### config.mk
export PLATFORM = sky130hd
export DESIGN_NAME = nor_cmd_decoder
export DESIGN_NICKNAME = d
export VERILOG_FILES = /design/src/rtl/nor_cmd_pkg.sv /design/src/rtl/nor_cmd_match.sv /design/src/rtl/nor_id_mux.sv /design/src/rtl/nor_cmd_fsm.sv /design/src/rtl/nor_cmd_decoder.sv
export SDC_FILE = /design/constraint.sdc
export NUM_CORES = 1
export LEC_CHECK = 0
export BUFFER_PORTS_ARGS = -buffer_cell sky130_fd_sc_hd__buf_2
export CAP_MARGIN = 30
export CORE_ASPECT_RATIO = 1.1
export CORE_UTILIZATION = 35
export CTS_BUF_LIST = sky130_fd_sc_hd__clkbuf_4 sky130_fd_sc_hd__clkbuf_8
export DETAILED_ROUTE_END_ITERATION = 7
export SLEW_MARGIN = 20
export SYNTH_ARGS = -nofsm -noshare
export SYNTH_HDL_FRONTEND = slang
export SYNTH_SLANG_ARGS = --single-unit
### constraint.sdc
create_clock -name clk -period 9.75 [get_ports clk]
set_input_delay 0.4875 -clock clk [delete_from_list [all_inputs] [get_ports clk]]
set_output_delay 0.4875 -clock clk [all_outputs]
set_load 0.005 [all_outputs]
### src/rtl/nor_cmd_pkg.sv
`timescale 1ns/1ps
package nor_cmd_pkg;

    typedef enum logic [3:0] {
        M_READ      = 4'd0,
        M_AUTOSEL   = 4'd1,
        M_BYPASS    = 4'd2,
        M_SECURE    = 4'd3,
        M_BUSY_PROG = 4'd4,
        M_BUSY_CHIP = 4'd5,
        M_BUSY_BLK  = 4'd6,
        M_SUSPEND   = 4'd7,
        M_ERROR     = 4'd8
    } mode_e;

    typedef enum logic [2:0] {
        K_NONE    = 3'd0,
        K_PROG    = 3'd1,
        K_CHIP    = 3'd2,
        K_BLOCK   = 3'd3,
        K_SUSPEND = 3'd4,
        K_RESUME  = 3'd5,
        K_ABORT   = 3'd6
    } kind_e;

    typedef enum logic [3:0] {
        S_IDLE, S_U1, S_U2, S_PA, S_E3, S_E4, S_E5, S_BPP, S_BPR
    } step_e;

    typedef struct packed {
        logic       unl_a;
        logic       unl_b;
        logic       at_key;
        logic [7:0] code;
    } match_t;

    localparam logic [7:0] CMD_AUTOSEL = 8'h90;
    localparam logic [7:0] CMD_PROG    = 8'hA0;
    localparam logic [7:0] CMD_BYPASS  = 8'h20;
    localparam logic [7:0] CMD_SECURE  = 8'h88;
    localparam logic [7:0] CMD_ERASE   = 8'h80;
    localparam logic [7:0] CMD_CHIP    = 8'h10;
    localparam logic [7:0] CMD_BLOCK   = 8'h30;
    localparam logic [7:0] CMD_SUSPEND = 8'hB0;
    localparam logic [7:0] CMD_RESET   = 8'hF0;
    localparam logic [7:0] CMD_BPEXIT  = 8'h00;
    localparam logic [7:0] KEY_A_DATA  = 8'hAA;
    localparam logic [7:0] KEY_B_DATA  = 8'h55;

endpackage

### src/rtl/nor_cmd_match.sv
`timescale 1ns/1ps
module nor_cmd_match
    import nor_cmd_pkg::*;
#(
    parameter int CMP_AW = 11
) (
    input  logic [CMP_AW-1:0] cmp_addr,
    input  logic [7:0]        cmp_byte,
    output match_t            m
);
    localparam logic [CMP_AW-1:0] KEY_A_ADDR = CMP_AW'(11'h555);
    localparam logic [CMP_AW-1:0] KEY_B_ADDR = CMP_AW'(11'h2AA);

    // Only the compare window takes part: R5
    always_comb begin
        m.at_key = (cmp_addr == KEY_A_ADDR);
        m.unl_a  = m.at_key && (cmp_byte == KEY_A_DATA);
        m.unl_b  = (cmp_addr == KEY_B_ADDR) && (cmp_byte == KEY_B_DATA);
        m.code   = cmp_byte;
    end
endmodule

### src/rtl/nor_id_mux.sv
`timescale 1ns/1ps
module nor_id_mux
    import nor_cmd_pkg::*;
#(
    parameter int          DW     = 16,
    parameter int          BLKW   = 8,
    parameter logic [15:0] MFR_ID = 16'h0020,
    parameter logic [15:0] DEV_ID = 16'h22D7,
    localparam int         NBLK   = 1 << BLKW
) (
    input  mode_e           mode,
    input  logic [1:0]      word_sel,
    input  logic [BLKW-1:0] blk,
    input  logic [NBLK-1:0] prot_map,
    output logic            id_valid,
    output logic [DW-1:0]   id_data
);
    // Identification read path: R2
    always_comb begin
        id_valid = (mode == M_AUTOSEL);
        id_data  = '0;
        if (id_valid) begin
            case (word_sel)
                2'd0:    id_data = DW'(MFR_ID);
                2'd1:    id_data = DW'(DEV_ID);
                2'd2:    id_data = DW'(prot_map[blk]);
                default: id_data = '0;
            endcase
        end
    end
endmodule

### src/rtl/nor_cmd_fsm.sv
`timescale 1ns/1ps
module nor_cmd_fsm
    import nor_cmd_pkg::*;
#(
    parameter int AW = 20,
    parameter int DW = 16
) (
    input  logic          clk,
    input  logic          rst_n,
    input  logic          wr_en,
    input  logic [AW-1:0] wr_addr,
    input  logic [DW-1:0] wr_data,
    input  match_t        m,
    input  logic          prot_bit,
    input  logic          op_done,
    input  logic          op_fail,
    output mode_e         mode,
    output logic          op_start,
    output kind_e         op_kind,
    output logic [AW-1:0] op_addr,
    output logic [DW-1:0] op_data
);
    typedef struct packed {
        mode_e         mode;
        mode_e         ret;
        step_e         step;
        logic          start;
        kind_e         kind;
        logic [AW-1:0] addr;
        logic [DW-1:0] data;
    } st_t;

    st_t   q, d;
    logic  prog_req;
    mode_e prog_ret;
    logic  is_rst;

    always_comb begin
        d        = q;
        d.start  = 1'b0;
        prog_req = 1'b0;
        prog_ret = M_READ;
        is_rst   = (m.code == CMD_RESET);

        case (q.mode)
            M_READ, M_AUTOSEL, M_SECURE: begin
                if (wr_en) begin
                    if (q.step == S_PA) begin
                        prog_req = 1'b1;
                        prog_ret = M_READ;
                    end else begin
                        // anything not matched below breaks the sequence: R6
                        d.mode = M_READ;
                        d.step = S_IDLE;
                        if (!is_rst) begin
                            case (q.step)
                                S_IDLE: if (m.unl_a) begin d.mode = q.mode; d.step = S_U1; end
                                S_U1:   if (m.unl_b) begin d.mode = q.mode; d.step = S_U2; end
                                S_U2: if (m.at_key) begin
                                    case (m.code)
                                        CMD_AUTOSEL: d.mode = M_AUTOSEL;
                                        CMD_BYPASS:  d.mode = M_BYPASS;
                                        CMD_SECURE:  d.mode = M_SECURE;
                                        CMD_PROG:    begin d.mode = q.mode; d.step = S_PA; end
                                        CMD_ERASE:   begin d.mode = q.mode; d.step = S_E3; end
                                        default: ;
                                    endcase
                                end
                                S_E3: if (m.unl_a) begin d.mode = q.mode; d.step = S_E4; end
                                S_E4: if (m.unl_b) begin d.mode = q.mode; d.step = S_E5; end
                                S_E5: begin
                                    if (m.at_key && m.code == CMD_CHIP) begin
                                        d.mode  = M_BUSY_CHIP;
                                        d.ret   = M_READ;
                                        d.start = 1'b1;
                                        d.kind  = K_CHIP;
                                    end else if (m.code == CMD_BLOCK) begin
                                        d.mode  = M_BUSY_BLK;
                                        d.ret   = M_READ;
                                        d.start = 1'b1;
                                        d.kind  = K_BLOCK;
                                    end
                                end
                                default: ;
                            endcase
                        end
                    end
                end
            end
            M_BYPASS: begin
                if (wr_en) begin
                    case (q.step)
                        S_BPP: begin
                            prog_req = 1'b1;
                            prog_ret = M_BYPASS;
                        end
                        S_BPR: begin
                            d.step = S_IDLE;
                            if (m.code == CMD_BPEXIT) d.mode = M_READ;
                        end
                        default: begin
                            if (m.code == CMD_PROG)         d.step = S_BPP;
                            else if (m.code == CMD_AUTOSEL) d.step = S_BPR;
                            else                            d.step = S_IDLE;
                        end
                    endcase
                end
            end
            M_BUSY_PROG: begin
                if (op_fail)      d.mode = M_ERROR;
                else if (op_done) d.mode = q.ret;
            end
            M_BUSY_CHIP: begin
                if (op_fail) begin
                    d.mode = M_ERROR;
                    d.ret  = M_READ;
                end else if (op_done) begin
                    d.mode = M_READ;
                end
            end
            M_BUSY_BLK: begin
                if (op_fail) begin
                    d.mode = M_ERROR;
                    d.ret  = M_READ;
                end else if (op_done) begin
                    d.mode = M_READ;
                end else if (wr_en) begin
                    if (is_rst) begin
                        d.mode  = M_READ;
                        d.start = 1'b1;
                        d.kind  = K_ABORT;
                    end else if (m.code == CMD_SUSPEND) begin
                        d.mode  = M_SUSPEND;
                        d.start = 1'b1;
                        d.kind  = K_SUSPEND;
                    end
                end
            end
            M_SUSPEND: begin
                if (wr_en) begin
                    d.step = S_IDLE;
                    case (q.step)
                        S_IDLE: begin
                            if (m.unl_a) begin
                                d.step = S_U1;
                            end else if (m.code == CMD_BLOCK) begin
                                d.mode  = M_BUSY_BLK;
                                d.start = 1'b1;
                                d.kind  = K_RESUME;
                            end
                        end
                        S_U1: if (m.unl_b) d.step = S_U2;
                        S_U2: if (m.at_key && m.code == CMD_PROG) d.step = S_PA;
                        S_PA: begin
                            prog_req = 1'b1;
                            prog_ret = M_SUSPEND;
                        end
                        default: ;
                    endcase
                end
            end
            M_ERROR: begin
                if (wr_en && is_rst) begin
                    d.mode = q.ret;
                    d.step = S_IDLE;
                end
            end
            default: begin
                d.mode = M_READ;
                d.step = S_IDLE;
            end
        endcase

        if (prog_req) begin
            d.step = S_IDLE;
            if (prot_bit) begin
                d.mode = prog_ret;
            end else begin
                d.mode  = M_BUSY_PROG;
                d.ret   = prog_ret;
                d.start = 1'b1;
                d.kind  = K_PROG;
            end
        end

        if (d.start) begin
            d.addr = wr_addr;
            d.data = wr_data;
        end
    end

    always_ff @(posedge clk) begin
        if (!rst_n) begin
            q.mode  <= M_READ;
            q.ret   <= M_READ;
            q.step  <= S_IDLE;
            q.start <= 1'b0;
            q.kind  <= K_NONE;
            q.addr  <= '0;
            q.data  <= '0;
        end else begin
            q <= d;
        end
    end

    assign mode     = q.mode;
    assign op_start = q.start;
    assign op_kind  = q.kind;
    assign op_addr  = q.addr;
    assign op_data  = q.data;

    p_busy_prog_hold_r8: assert property (@(posedge clk) disable iff (!rst_n)
        (q.mode == M_BUSY_PROG && !op_done && !op_fail) |=> (q.mode == M_BUSY_PROG && !q.start));

    p_busy_chip_hold_r8: assert property (@(posedge clk) disable iff (!rst_n)
        (q.mode == M_BUSY_CHIP && !op_done && !op_fail) |=> (q.mode == M_BUSY_CHIP && !q.start));

    p_error_hold_r13: assert property (@(posedge clk) disable iff (!rst_n)
        (q.mode == M_ERROR && !(wr_en && wr_data[7:0] == CMD_RESET)) |=> (q.mode == M_ERROR));

    p_prot_no_start_r12: assert property (@(posedge clk) disable iff (!rst_n)
        (wr_en && prot_bit && q.step == S_PA &&
         (q.mode == M_READ || q.mode == M_AUTOSEL || q.mode == M_SECURE)) |=> (!q.start && q.mode == M_READ));

    p_reset_to_read_r3: assert property (@(posedge clk) disable iff (!rst_n)
        (wr_en && wr_data[7:0] == CMD_RESET && q.step != S_PA &&
         (q.mode == M_READ || q.mode == M_AUTOSEL || q.mode == M_SECURE)) |=> (q.mode == M_READ));

    p_suspend_no_reset_r11: assert property (@(posedge clk) disable iff (!rst_n)
        (q.mode == M_SUSPEND && wr_en && wr_data[7:0] == CMD_RESET && q.step != S_PA) |=> (q.mode == M_SUSPEND));
endmodule

### src/rtl/nor_cmd_decoder.sv
`timescale 1ns/1ps
module nor_cmd_decoder
    import nor_cmd_pkg::*;
#(
    parameter int          AW      = 20,
    parameter int          DW      = 16,
    parameter int          CMP_AW  = 11,
    parameter int          BLK_LSB = 12,
    parameter logic [15:0] MFR_ID  = 16'h0020,
    parameter logic [15:0] DEV_ID  = 16'h22D7,
    localparam int         BLKW    = AW - BLK_LSB,
    localparam int         NBLK    = 1 << BLKW
) (
    input  logic            clk,
    input  logic            rst_n,
    input  logic            wr_en,
    input  logic [AW-1:0]   wr_addr,
    input  logic [DW-1:0]   wr_data,
    input  logic [1:0]      rd_word_sel,
    input  logic [BLKW-1:0] rd_block,
    input  logic [NBLK-1:0] prot_map,
    input  logic            op_done,
    input  logic            op_fail,
    output logic [3:0]      mode,
    output logic            op_start,
    output logic [2:0]      op_kind,
    output logic [AW-1:0]   op_addr,
    output logic [DW-1:0]   op_data,
    output logic            id_valid,
    output logic [DW-1:0]   id_data
);
    match_t m;
    mode_e  mode_w;
    kind_e  kind_w;
    logic   prot_bit;

    assign prot_bit = prot_map[wr_addr[AW-1:BLK_LSB]];

    nor_cmd_match #(.CMP_AW(CMP_AW)) u_match (
        .cmp_addr (wr_addr[CMP_AW-1:0]),
        .cmp_byte (wr_data[7:0]),
        .m        (m)
    );

    nor_cmd_fsm #(.AW(AW), .DW(DW)) u_fsm (
        .clk      (clk),
        .rst_n    (rst_n),
        .wr_en    (wr_en),
        .wr_addr  (wr_addr),
        .wr_data  (wr_data),
        .m        (m),
        .prot_bit (prot_bit),
        .op_done  (op_done),
        .op_fail  (op_fail),
        .mode     (mode_w),
        .op_start (op_start),
        .op_kind  (kind_w),
        .op_addr  (op_addr),
        .op_data  (op_data)
    );

    nor_id_mux #(.DW(DW), .BLKW(BLKW), .MFR_ID(MFR_ID), .DEV_ID(DEV_ID)) u_id (
        .mode     (mode_w),
        .word_sel (rd_word_sel),
        .blk      (rd_block),
        .prot_map (prot_map),
        .id_valid (id_valid),
        .id_data  (id_data)
    );

    assign mode    = mode_w;
    assign op_kind = kind_w;
endmodule

# Yosys cells after proc, flatten, opt, wreduce, memory -nomap -nowiden
# Index checks and enable logic that the tools add are counted.
# Widths: inputs -> output; s select.
[word_totals] ff_bits=52 output_inout_bits=61 input_bits=307
[classes] muxes=79 magnitude_cmp=2 n_eq_ne=54 bitwise=2 n_reduce_logical=19
[op_table] cell="$mux 4" count=43
[op_table] cell="$mux 16" count=5
[op_table] cell="$eq 8x8->1 const B" count=7
[op_table] cell="$pmux 14 s3" count=1
[op_table] cell="$pmux 4 s5" count=2
[op_table] cell="$eq 4x3->1 const B" count=8
[op_table] cell="$pmux 4 s4" count=2
[op_table] cell="$pmux 4 s7" count=1
[op_table] cell="$pmux 4 s2" count=3
[op_table] cell="$ne 3x2->1 const B" count=7
[op_table] cell="$lt 8x9->1 const B" count=2
[op_table] cell="$reduce_and 17->1" count=1
[op_table] cell="$bmux 1 s8" count=2
[op_table] cell="$eq 4x2->1 const B" count=4
[op_table] cell="$eq 8x6->1 const B" count=2
[op_table] cell="$mux 7" count=2
[op_table] cell="$pmux 4 s3" count=1
[op_table] cell="$eq 11x10->1 const B" count=1
[op_table] cell="$eq 11x11->1 const B" count=1
[op_table] cell="$ne 2x2->1 const B" count=5
[op_table] cell="$ne 5x3->1 const B" count=2
[op_table] cell="$reduce_or 2->1" count=5
[op_table] cell="$mux 3" count=3
[op_table] cell="$ne 3x1->1 const B" count=3
[op_table] cell="other kinds (25)" count=43

# Logic depth before layout (Yosys ltp)
# Gate-level depths: netlist of run 1.
[depth] word_depth=11 depth_mapped=14 depth_no_buf=8

# By module
# Synthesis of run 1 repeated with hierarchy kept, for this count alone.
[hier_totals] hier_cells=859 area_unflattened_um2=8055.2
[modules_own_cells] module="nor_cmd_fsm" n_inst=1 cells_each=385 seq_area_each_um2=1041.0 area_each_um2=3261.9
[modules_own_cells] module="nor_id_mux" n_inst=1 cells_each=231 seq_area_each_um2=0.0 area_each_um2=2386.0
[modules_own_cells] module="nor_cmd_decoder" n_inst=1 cells_each=220 seq_area_each_um2=0.0 area_each_um2=2222.1
[modules_own_cells] module="nor_cmd_match" n_inst=1 cells_each=23 seq_area_each_um2=0.0 area_each_um2=185.2

# Worst setup path before layout of run 1
# OpenSTA, ideal clock, no wires.
[synth_path] path_type="input -> output" start="input rd_block[0]" end="output id_data[0]" cell_stages=9 n_path_buf=2 t_required_ns=9.263 setup_slack_ns=5.913 arrival_ns=3.349 path_cell_list="clkbuf_1 buf_1 mux4_2 mux4_2 a22oi_1 a21oi_1 a211o_1 and3_1 or2_2"
[synth_via] elab_chain_cells=4
[synth_lines] item="start: declaration" line_no="nor_cmd_decoder.sv:20" rtl="input logic [BLKW-1:0] rd_block,"
[synth_lines] item="$bmux 1 s8" line_no="nor_id_mux.sv:26" rtl="2'd2: id_data = DW'(prot_map[blk]);"
[synth_lines] item="$mux 1 (not written as such)" line_no="nor_id_mux.sv:26"
[synth_lines] item="$pmux 14 s3" line_no="nor_id_mux.sv:23" rtl="case (word_sel)"
[synth_lines] item="$mux 16" line_no="nor_id_mux.sv:22" rtl="if (id_valid) begin"
[synth_lines] item="end: declaration" line_no="nor_cmd_decoder.sv:30" rtl="output logic [DW-1:0] id_data"
# No other way between the ends. The select of a mux whose other input is x is not followed.

# Worst setup path after layout of run 1
[layout_path] start="input wr_addr[12]" end="register u_fsm.q, in the netlist u_fsm.op_addr[17]"
[layout_via] elab_chain_cells=4
[layout_lines] item="start: declaration" line_no="nor_cmd_decoder.sv:17" rtl="input logic [AW-1:0] wr_addr,"
[layout_lines] item="$bmux 1 s8" line_no="nor_cmd_decoder.sv:37" rtl="assign prot_bit = prot_map[wr_addr[AW-1:BLK_LSB]];"
[layout_lines] item="$mux 1 (not written as such)" line_no="nor_cmd_decoder.sv:37"
[layout_lines] item="$mux 4" line_no="nor_cmd_fsm.sv:176" rtl="if (prot_bit) begin"
[layout_lines] item="$mux 16" line_no="nor_cmd_fsm.sv:174" rtl="if (prog_req) begin"
[layout_lines] item="end: declaration" line_no="nor_cmd_fsm.sv:33" rtl="st_t q, d;"
# No other way between the ends. The select of a mux whose other input is x is not followed.
# A chain may end at the register's enable or synchronous reset.

==> results of run 1 <==
[critical path: cells and delay by family]
kind / cells / cell delay [ns]
buffers and inverters: 3 / 1.36
AOI/OAI and AO/OA: 3 / 0.55
muxes: 2 / 0.80
and+or+nand+nor: 3 / 1.06
[flip-flops by register name, indices dropped and copies added (netlist names)]
name,cells
u_fsm.op_addr,20
u_fsm.op_data,16
u_fsm.q,8
u_fsm.mode,4
u_fsm.op_kind,3
u_fsm.op_start,1
[synth_stat cells (6+ instances only)]
cell type        n
dfxtp_1         52
mux4_2         121
buf_1            9
a31oi_1          8
buf_12           6
nor4_1          10
a22oi_1         13
dlygate4sd3_1    6
mux4_1          22
buf_4           58
clkbuf_1        21
a21oi_1         16
o21ai_0         12
or3_1            6
nor2_1          30
inv_1           14
nand3_1         21
nor3_1          15
mux2i_1         42
nor2b_1         10
nand2_1        121
nand2b_1        11
clkbuf_8         9
[cell usage in the layout (no fill, tap or decap), types with 10 or more instances in the layout]
cell type / synthesis / layout
a21oi_1: 16 / 16
o21ai_0: 12 / 12
nor3_1: 15 / 15
nor2b_1: 10 / 10
buf_2: 5 / 358
mux2i_1: 42 / 42
a22oi_1: 13 / 13
nor4_1: 10 / 10
nand3_1: 21 / 21
nand2b_1: 11 / 11
dfxtp_1: 52 / 52
mux4_2: 121 / 121
mux4_1: 22 / 22
nand2_1: 121 / 121
nor2_1: 30 / 30
inv_1: 14 / 14
[worst paths after layout]
kind | startpoint | end | cells past startpoint
max | wr_addr[12] | u_fsm.op_addr[17] | 11
min | wr_data[10] | u_fsm.op_data[10] | 3
max reg2reg | u_fsm.mode[1] | u_fsm.op_addr[17] | 7
min reg2reg | u_fsm.op_addr[7] | u_fsm.op_addr[7] | 2
[layer usage]
metal | global-route usage | share of wire
met2 | 0.439 | 0.54
met3 | 0.0356 | 0.070
met4 | 0.0560 | 0.021
met1 | 0.273 | 0.37
met5 | 0 | 0.00048
[power groups by stage]
| stage | clock network [mW] | logic [mW] | registers (mW) |
|---|---|---|---|
| after global routing | 0.146 | 0.484 | 0.258 |
| after CTS | 0.140 | 0.446 | 0.254 |
| after floorplan | 0 | 0.332 | 0.237 |
| final | 0.133 | 0.445 | 0.254 |
| after detailed placement | 0 | 0.445 | 0.259 |
| after global placement | 0 | 0.444 | 0.259 |
[cell families (layout without fill, tap and decap cells)]
group	count (synthesis)	count (layout)	synth area share
and+or+nand+nor	262	262	0.164
muxes	190	190	0.483
buffers and inverters	134	389	0.127
AOI/OAI and AO/OA	100	100	0.0914
DFF	52	52	0.133
other	1	9	0.000479
xor gates and xnor gates	1	1	0.00112
[through the flow]
stage	power, mW	hold slack, ns	utilization	std cells
3_3_place_gp	0.703	0.441	0.415	1287
2_1_floorplan	0.569	0.433	-	746
4_1_cts	0.839	0.376	0.419	1295
6_report	0.833	0.391	0.420	1298
3_5_place_dp	0.703	0.449	0.415	1287
5_1_grt	0.888	0.386	0.420	1297
[final cells by class]
cell class | count | share of cell area
timing repair buffer | 367 | 0.203
tap | 295 | 0.0398
sequential | 52 | 0.112
antenna | 2 | 0.000540
multi-input combinational | 560 | 0.628
clock buffer | 5 | 0.00743
clock inverter | 3 | 0.00284
inverter | 14 | 0.00567
==> out/qor.csv, run 1 <==
stage,metric,value,unit
cts,CTS tree,yes,
place,Detailed Place HPWL,22.1,mm
pwr,Sequential Power Share,0.306,
timing,Setup Viol. Count Final,0,
cts,post-CTS sizing,0,
cts,clock sink total,52,
setup_path,crit-path max FO,55,
drt,vias per cell,5.77,
logic_synthesis,post-synth cell types,72,
logic_synthesis,sequential fraction of the synthesis area,0.133,
floorplan,core area,22000,µm²
timing,unrepaired setup endpoints after global routing,false,
finish,"Design Area, Final",9260,µm²
cts,cts hold-fix bufs,0,
timing,Final Skew,0.0137,ns
logic_synthesis,Synth Area per Inst,10.6,µm²
drt,initial DRC count,476,
logic_synthesis,number of flops mapped to enable cells by yosys,0,
place,GP Congestion,0.888,
cts,depth of the CTS H-tree,2,
timing,Slew headroom,0.341,
cts,TritonCTS Buffers,5,
pwr,maximum vdd ir drop,0.0000568,V
pwr,Logic pwr share,0.535,
drt,# DRC,0,
pwr,leakage,4.15,nW
drt,Final ANT Viol Nets,0,
logic_synthesis,Synth Instances,740,
drt,Routed WL,27.1,mm
logic_synthesis,Ys Warns,0,
global_routing,first-pass GRT wire length,41.5,mm
pwr,P_int,0.506,mW
drt,DR vias,7489,
global_routing,initial antenna violation count,3,
setup_path,CP most frequent cell,buf_4,
floorplan,std cell rows,57,
logic_synthesis,most used flip-flop cell after synthesis,dfxtp_1,
timing,final slew viol count,0,
timing,final setup margin,5.56,ns
finish,Area Growth Syn to Fin,18.3,%
pwr,Sw Ratio,0.392,
logic_synthesis,Yosys reg bits,52,
setup_path,CP Launch Type,input port,
logic_synthesis,leading area contributor after synthesis,mux4_2,
global_routing,gr ovfl total,0,
setup_path,Reg2Reg Setup Slack,6.70,ns
logic_synthesis,top-area cell type share of the netlist area,0.348,
hold_path,Worst Hold Class,in -> reg,
finish,area of the multi-input gates,5820,µm²
outcome,status,completed,
setup_path,critical path endpoint category,flop,
logic_synthesis,ranking of synthesized cells by area,"mux4_2, dfxtp_1, mux4_1",
cts,"Clk Latency, worst-skew pair",0.32,ns
floorplan,die footprint,23000,µm²
finish,number of fill cells,2181,
pwr,clock share of power,0.159,
setup_path,Worst path slowest cell,buf_4,
cts,Root Buffer,clkbuf_8,
timing,Worst Tran Pin Value,0.980,ns
floorplan,Initial Util,0.355,
job,# Max-Cap Violations,0,
global_routing,vias in the first global route,7624,
finish,sequential cell area,1040,µm²
logic_synthesis,asr flop ratio synth,0,
floorplan,Die X,145,µm
cts,clock slew seen by the registers of the worst setup and hold paths,0.11,ns
timing,fmax,239,MHz
setup_path,crit-path cells,"buf_4, buf_4, mux4_2, a22oi_1, a31oi_1, nor4_2, o32ai_1, nor4_4, nor3_4, buf_4, mux2i_1",
timing,Tcrit/Tclk final,0.430,
place,dpl cell area,9140,µm²
pwr,Pwr Density,89.9,nW/µm²
timing,min Tclk post-route,4.19,ns
cts,"Setup Fix Bufs, Post-CTS",0,
place,# port buffers,360,
floorplan,I/O Pins,368,
global_routing,GRT Total Usage,0.234,
floorplan,Chip Height,159,µm
setup_path,Worst EP arrival,4.37,ns
place,pre-CTS WS,5.21,ns
timing,final hold vios,0,
pwr,Psw,0.326,mW
timing,setup_tns,0,ns
setup_path,WP data required,9.93,ns
finish,share of layout cells above drive strength 1,0.511,
cts,clock buffer depth,2,
drt,Pre-antenna DRT Iters,5,
setup_path,Crit Path Category,in -> reg,
logic_synthesis,Post-Syn Area,7830,µm²
setup_path,largest stage delay on the critical path,0.74,ns
finish,Final nets,1307,
global_routing,largest net degree at the start of global routing,80,
drt,drt wl/cell,20.9,µm
No activity file was read; power rests on OpenSTA's default activity.
==> inputs of run 2 (changes only) <==
Settings changed: PLACE_DENSITY set to 0.65.
Clock period 9.75 ns to 3.85 ns, I/O delays scaled along.
==> run 2 against run 1 <==
- wire length grew 2.8%
- register-to-register slack lost 5.8 ns
- clock skew shrank 0.0040 ns
- highest routed layer unchanged
==> out/qor.csv, run 2 (same netlist as run 1, synthesis figures left out) <==
stage,metric,value,unit,change
cts,Root Buffer,clkbuf_8,,unchanged
finish,Area Growth Syn to Fin,20.7,%,was 18.3%
drt,vias per cell,5.77,,about the same
setup_path,CP startpoint,rd_block[0],,was wr_addr[12]
cts,clock sink total,52,,unchanged
finish,number of fill cells,2164,,was 2181
place,# port buffers,360,,unchanged
cts,clock buffer depth,2,,unchanged
floorplan,die footprint,23000,µm²,unchanged
finish,area of the multi-input gates,5820,µm²,unchanged
timing,min Tclk post-route,3.24,ns,
finish,Final nets,1325,,was 1307
pwr,total power,2.20,mW,was 0.833 mW
drt,Pre-antenna DRT Iters,5,,unchanged
pwr,maximum vdd ir drop,0.000150,V,was 0.0000568 V
job,# Max-Cap Violations,0,,unchanged
pwr,Pwr Density,233,nW/µm²,was 89.9 nW/µm²
timing,final hold vios,0,,unchanged
finish,"commonest non-fill, non-tap cell in the layout",buf_2,,unchanged
timing,Slew headroom,0.456,,was 0.341
global_routing,GRT Total Usage,0.241,,was 0.234
timing,Setup Viol. Count Final,0,,unchanged
global_routing,initial antenna violation count,7,,was 3
drt,Final ANT Viol Nets,0,,unchanged
cts,clock slew seen by the registers of the worst setup and hold paths,0.10,ns,was 0.11 ns
setup_path,CP Launch Type,input port,,unchanged
global_routing,vias in the first global route,7617,,was 7624
setup_path,WP data required,3.66,ns,was 9.93 ns
cts,"Setup Fix Bufs, Post-CTS",0,,unchanged
place,pre-CTS WS,0.530,ns,was 5.21 ns
timing,final setup margin,0.614,ns,was 5.56 ns
floorplan,std cell rows,57,,unchanged
hold_path,Worst Hold Class,in -> reg,,unchanged
global_routing,first-pass GRT wire length,42.0,mm,was 41.5 mm
drt,drt wl/cell,21.1,µm,was 20.9 µm
timing,hold_ws,0.106,ns,was 0.391 ns
outcome,status,completed,,unchanged
global_routing,largest net degree at the start of global routing,79,,was 80
finish,sequential cell area,1040,µm²,unchanged
cts,"Clk Latency, worst-skew pair",0.32,ns,about the same
finish,"commonest non-fill, non-tap cells in the layout","buf_2, nand2_1, mux4_2, dfxtp_1, mux2i_1",,unchanged
timing,Tcrit/Tclk final,0.841,,
drt,Routed WL,27.8,mm,was 27.1 mm
finish,max reg flops,20,,unchanged
place,Cell Count Post-Placement,1306,,was 1287
cts,TritonCTS Buffers,5,,unchanged
drt,initial DRC count,575,,was 476
timing,Final Skew,0.00969,ns,was 0.0137 ns
timing,setup_tns,0,ns,unchanged
floorplan,Initial Util,0.355,,unchanged
place,Detailed Place HPWL,23.1,mm,was 22.1 mm
place,dpl cell area,9330,µm²,was 9140 µm²
setup_path,critical path endpoint category,output pin,,was flop
cts,depth of the CTS H-tree,2,,unchanged
floorplan,Die X,145,µm,unchanged
floorplan,core area,22000,µm²,unchanged
finish,post-route insts no fill,1320,,was 1298
cts,cts hold-fix bufs,0,,unchanged
hold_path,hold_sp,wr_data[9],,was wr_data[10]
timing,Worst Tran Pin Value,0.808,ns,was 0.980 ns
finish,final core occ,0.429,,was 0.420
global_routing,gr ovfl total,0,,unchanged
place,GP Congestion,0.931,,was 0.888
timing,fmax,309,MHz,
pwr,leakage,4.26,nW,was 4.15 nW
setup_path,reg-to-reg startpoint,u_fsm.q[43],,was u_fsm.mode[1]
finish,share of layout cells above drive strength 1,0.520,,was 0.511
floorplan,Chip Height,159,µm,unchanged
timing,final slew viol count,0,,unchanged
setup_path,Crit Path Category,in -> out,,was in -> reg
cts,post-CTS sizing,0,,unchanged
setup_path,Worst EP arrival,3.04,ns,was 4.37 ns
timing,unrepaired setup endpoints after global routing,false,,unchanged
drt,DR vias,7622,,was 7489
floorplan,I/O Pins,368,,unchanged
drt,# DRC,0,,unchanged
setup_path,crit-path max FO,20,,was 55
cts,CTS tree,yes,,unchanged
finish,"Design Area, Final",9460,µm²,was 9260 µm²
[run 2: cell count changes in the layout (fill, tap and decap cells not counted)]
cell / previous run / this run
buf_16: 1 / 0
clkinvlp_4: 2 / 1
diode_2: 2 / 6
bufinv_16: 0 / 1
inv_8: 1 / 0
clkinv_2: 0 / 1
buf_4: 8 / 23
buf_12: 0 / 4
[run 2: worst max-delay path, cell delays in order]
cell	delay [ns]
buf_4	0.34
buf_4	0.26
mux4_2	0.52
mux4_2	0.51
a22oi_1	0.21
nand2_1	0.08
a211o_1	0.30
and3_1	0.21
or2_2	0.29
buf_2	0.13
[run 2: final timing paths]
path | to | slack [ns] | cells after the start
setup / recovery | id_data[0] | 0.61 | 10
hold / removal | u_fsm.op_data[9] | 0.11 | 3
setup reg to reg | u_fsm.op_data[4] | 0.91 | 9
hold reg to reg | u_fsm.op_addr[18] | 0.46 | 2
[run 2: cell type report]
class | count | share of cell area
antenna | 6 | 0.00159
clock buffer | 5 | 0.00728
clock inverter | 3 | 0.00450
inverter | 14 | 0.00556
multi-input combinational | 560 | 0.616
sequential | 52 | 0.110
tap | 295 | 0.0390
timing repair buffer | 385 | 0.216
[run 2: power by group]
part           internal (mW)  switching, mW
Clock                  0.193          0.192
Sequential             0.569         0.0769
Combinational          0.607          0.563
[run 2: routing by layer]
| metal | up-vias | share of wire | global-route usage |
|---|---|---|---|
| li1 | 3460 | - | - |
| met1 | 3704 | 0.37 | 0.285 |
| met2 | 405 | 0.51 | 0.420 |
| met3 | 51 | 0.079 | 0.0455 |
| met4 | 2 | 0.040 | 0.103 |
| met5 | - | 0.00047 | 0 |
==> inputs of run 3 (changes only) <==
Settings changed: PLACE_DENSITY 0.65 to not set.
Clock period 3.85 ns to 3.4 ns, I/O delays scaled along.
==> run 3 against run 2 <==
- clock power hardly changed
- critical endpoint is now u_fsm.op_addr[8]
- sequential share of layout area fell by 0.097 points
- wire length down 0.28%
- worst setup slack got worse by 0.31 ns
- global-route usage increased by 0.12 points
- sequential power up 13%
- count of clock-buffer cells in the layout unchanged
- worst hold slack lost 0.025 ns
- largest power group unchanged
- non-clock buffer count increased by 8
- first-iteration DRC count is 14% lower
- clock skew about the same
- final cell count increased by 0.30%
==> out/qor.csv, run 3 (same netlist as run 1, synthesis figures left out) <==
stage,metric,value,unit,change
drt,initial DRC count,494,,was 575
floorplan,I/O Pins,368,,unchanged
setup_path,Reg-to-Reg End,u_fsm.mode[1],,was u_fsm.op_data[4]
job,# Max-Cap Violations,0,,unchanged
place,GP Congestion,0.884,,was 0.931
timing,unrepaired setup endpoints after global routing,false,,unchanged
outcome,status,completed,,unchanged
finish,max reg flops,20,,unchanged
cts,Root Buffer,clkbuf_8,,unchanged
global_routing,gr ovfl total,0,,unchanged
timing,Tcrit/Tclk final,0.911,,
global_routing,initial antenna violation count,2,,was 7
hold_path,Worst Hold Class,in -> reg,,unchanged
setup_path,critical path endpoint category,flop,,was output pin
timing,final setup margin,0.304,ns,was 0.614 ns
finish,final core occ,0.433,,was 0.429
cts,clock sink total,52,,unchanged
place,pre-CTS WS,-0.0344,ns,was 0.530 ns
setup_path,Worst EP arrival,3.35,ns,was 3.04 ns
cts,clock slew seen by the registers of the worst setup and hold paths,0.11,ns,was 0.10 ns
drt,drt wl/cell,21.0,µm,was 21.1 µm
place,# port buffers,360,,unchanged
global_routing,GRT Total Usage,0.243,,was 0.241
cts,"Clk Latency, worst-skew pair",0.31,ns,was 0.32 ns
setup_path,largest stage delay on the critical path,0.72,ns,was 0.52 ns
pwr,leakage,4.31,nW,was 4.26 nW
drt,DR vias,7668,,was 7622
setup_path,crit-path max FO,28,,was 20
floorplan,core area,22000,µm²,unchanged
hold_path,"Endpoint, Worst Hold",u_fsm.op_data[14],,was u_fsm.op_data[9]
place,Detailed Place HPWL,23.3,mm,was 23.1 mm
floorplan,Die X,145,µm,unchanged
hold_path,hold_sp,wr_data[14],,was wr_data[9]
setup_path,Reg2Reg Depth,8,,was 9
finish,share of layout cells above drive strength 1,0.524,,was 0.520
cts,post-CTS sizing,0,,unchanged
drt,Routed WL,27.8,mm,about the same
global_routing,first-pass GRT wire length,42.8,mm,was 42.0 mm
setup_path,Reg2Reg Setup Slack,0.62,ns,was 0.91 ns
setup_path,CP Launch Type,input port,,unchanged
setup_path,Worst path slowest cell,a2111oi_0,,was mux4_2
finish,"Design Area, Final",9540,µm²,was 9460 µm²
timing,fmax,323,MHz,
floorplan,std cell rows,57,,unchanged
cts,depth of the CTS H-tree,2,,unchanged
drt,vias per cell,5.79,,was 5.77
timing,Setup Viol. Count Final,0,,unchanged
timing,min Tclk post-route,3.10,ns,
cts,cts hold-fix bufs,0,,unchanged
place,dpl cell area,9440,µm²,was 9330 µm²
timing,Slew headroom,0.477,,was 0.456
hold_path,hold path cells,3,,unchanged
finish,"commonest non-fill, non-tap cell in the layout",buf_2,,unchanged
timing,final slew viol count,0,,unchanged
setup_path,crit-path cells,"buf_4, mux4_1, mux4_2, nand2_1, a2111oi_0, a21o_2, nor4_4, nor3_4, buf_12, mux2i_1",,"was buf_4, buf_4, mux4_2, mux4_2, a22oi_1, nand2_1, a211o_1, and3_1, or2_2, buf_2"
finish,"commonest non-fill, non-tap cells in the layout","buf_2, nand2_1, mux4_2, dfxtp_1, mux2i_1",,unchanged
setup_path,Crit Path Category,in -> reg,,was in -> out
setup_path,reg-to-reg startpoint,u_fsm.mode[2],,was u_fsm.q[43]
cts,clock buffer depth,2,,unchanged
finish,Final nets,1333,,was 1325
cts,"Setup Fix Bufs, Post-CTS",0,,unchanged
timing,final hold vios,0,,unchanged
global_routing,largest net degree at the start of global routing,79,,unchanged
setup_path,CP bufs+invs,2,,was 3
finish,Area Growth Syn to Fin,21.8,%,was 20.7%
cts,CTS tree,yes,,unchanged
pwr,Pwr Density,257,nW/µm²,was 233 nW/µm²
setup_path,WP data required,3.65,ns,was 3.66 ns
cts,TritonCTS Buffers,5,,unchanged
drt,Final ANT Viol Nets,0,,unchanged
floorplan,Chip Height,159,µm,unchanged
timing,Worst Tran Pin Value,0.765,ns,was 0.808 ns
setup_path,"Largest delay share family, worst path",compound AO/OA/AOI/OAI gates,,was multiplexers
timing,Final Skew,0.00923,ns,was 0.00969 ns
pwr,maximum vdd ir drop,0.000152,V,was 0.000150 V
finish,number of fill cells,2179,,was 2164
drt,Pre-antenna DRT Iters,5,,unchanged
floorplan,die footprint,23000,µm²,unchanged
global_routing,vias in the first global route,7717,,was 7617
drt,# DRC,0,,unchanged
floorplan,Initial Util,0.355,,unchanged
-- run 3: cell types whose count changed in the layout (fill, tap and decap cells not counted) --
cell,change
clkinvlp_4,+1
clkinv_2,-1
bufinv_16,-1
buf_12,+4
diode_2,-4
buf_4,+4
inv_8,+1
-- run 3: worst max path at each step --
| stage | startpoint | to | slack (ns) | depth (start not counted) |
|---|---|---|---|---|
| CTS | wr_addr[12] | u_fsm.op_data[12] | 0.30 | 10 |
| detailed placement | wr_addr[12] | u_fsm.op_data[12] | -0.03 | 10 |
| floorplan | rd_block[0] | id_data[0] | 0.20 | 9 |
| global placement | wr_addr[12] | u_fsm.op_data[12] | 0.02 | 10 |
| finish | wr_addr[12] | u_fsm.op_addr[8] | 0.30 | 10 |
| global route | wr_addr[12] | u_fsm.op_data[13] | 0.18 | 10 |
-- run 3: metal layers --
| layer | vias up | part of all wire | global-route usage |
|---|---|---|---|
| li1 | 3465 | - | - |
| met1 | 3755 | 0.37 | 0.287 |
| met2 | 389 | 0.54 | 0.446 |
| met3 | 59 | 0.067 | 0.0314 |
| met4 | 0 | 0.030 | 0.0737 |
| met5 | - | 0 | 0 |
-- run 3: final cells by class --
type                       instances  area, µm²  share of cell area
tap                              295        369              0.0387
multi-input combinational        560       5820               0.610
clock inverter                     3       26.3             0.00275
timing repair buffer             393       2150               0.226
antenna                            2       5.00            0.000525
sequential                        52       1040               0.109
inverter                          14       52.6             0.00551
clock buffer                       5       68.8             0.00721
-- run 3: per-stage QoR --
stage,power [mW],cells,hold WS [ns],setup TNS (ns)
4_1_cts,2.47,1322,0.0693,0
5_1_grt,2.62,1323,0.0744,0
2_1_floorplan,1.63,746,0.309,0
3_3_place_gp,2.07,1314,0.414,0
3_5_place_dp,2.08,1314,0.422,-0.204
6_report,2.45,1324,0.0810,0
-- run 3: power breakdown --
part           switching, mW  internal [mW]  leakage (nW)
Clock                  0.232          0.150        0.0423
Sequential            0.0843          0.644         0.420
Combinational          0.643          0.697          3.84
-- run 3: worst reg2reg max path, stage by stage (launching register included) --
cell	delay [ns]
dfxtp_1	0.56
nor2b_1	0.54
nand3_1	0.28
o31a_1	0.33
o211a_1	0.20
o221ai_1	0.25
buf_4	0.21
a31oi_1	0.05
a221oi_1	0.28
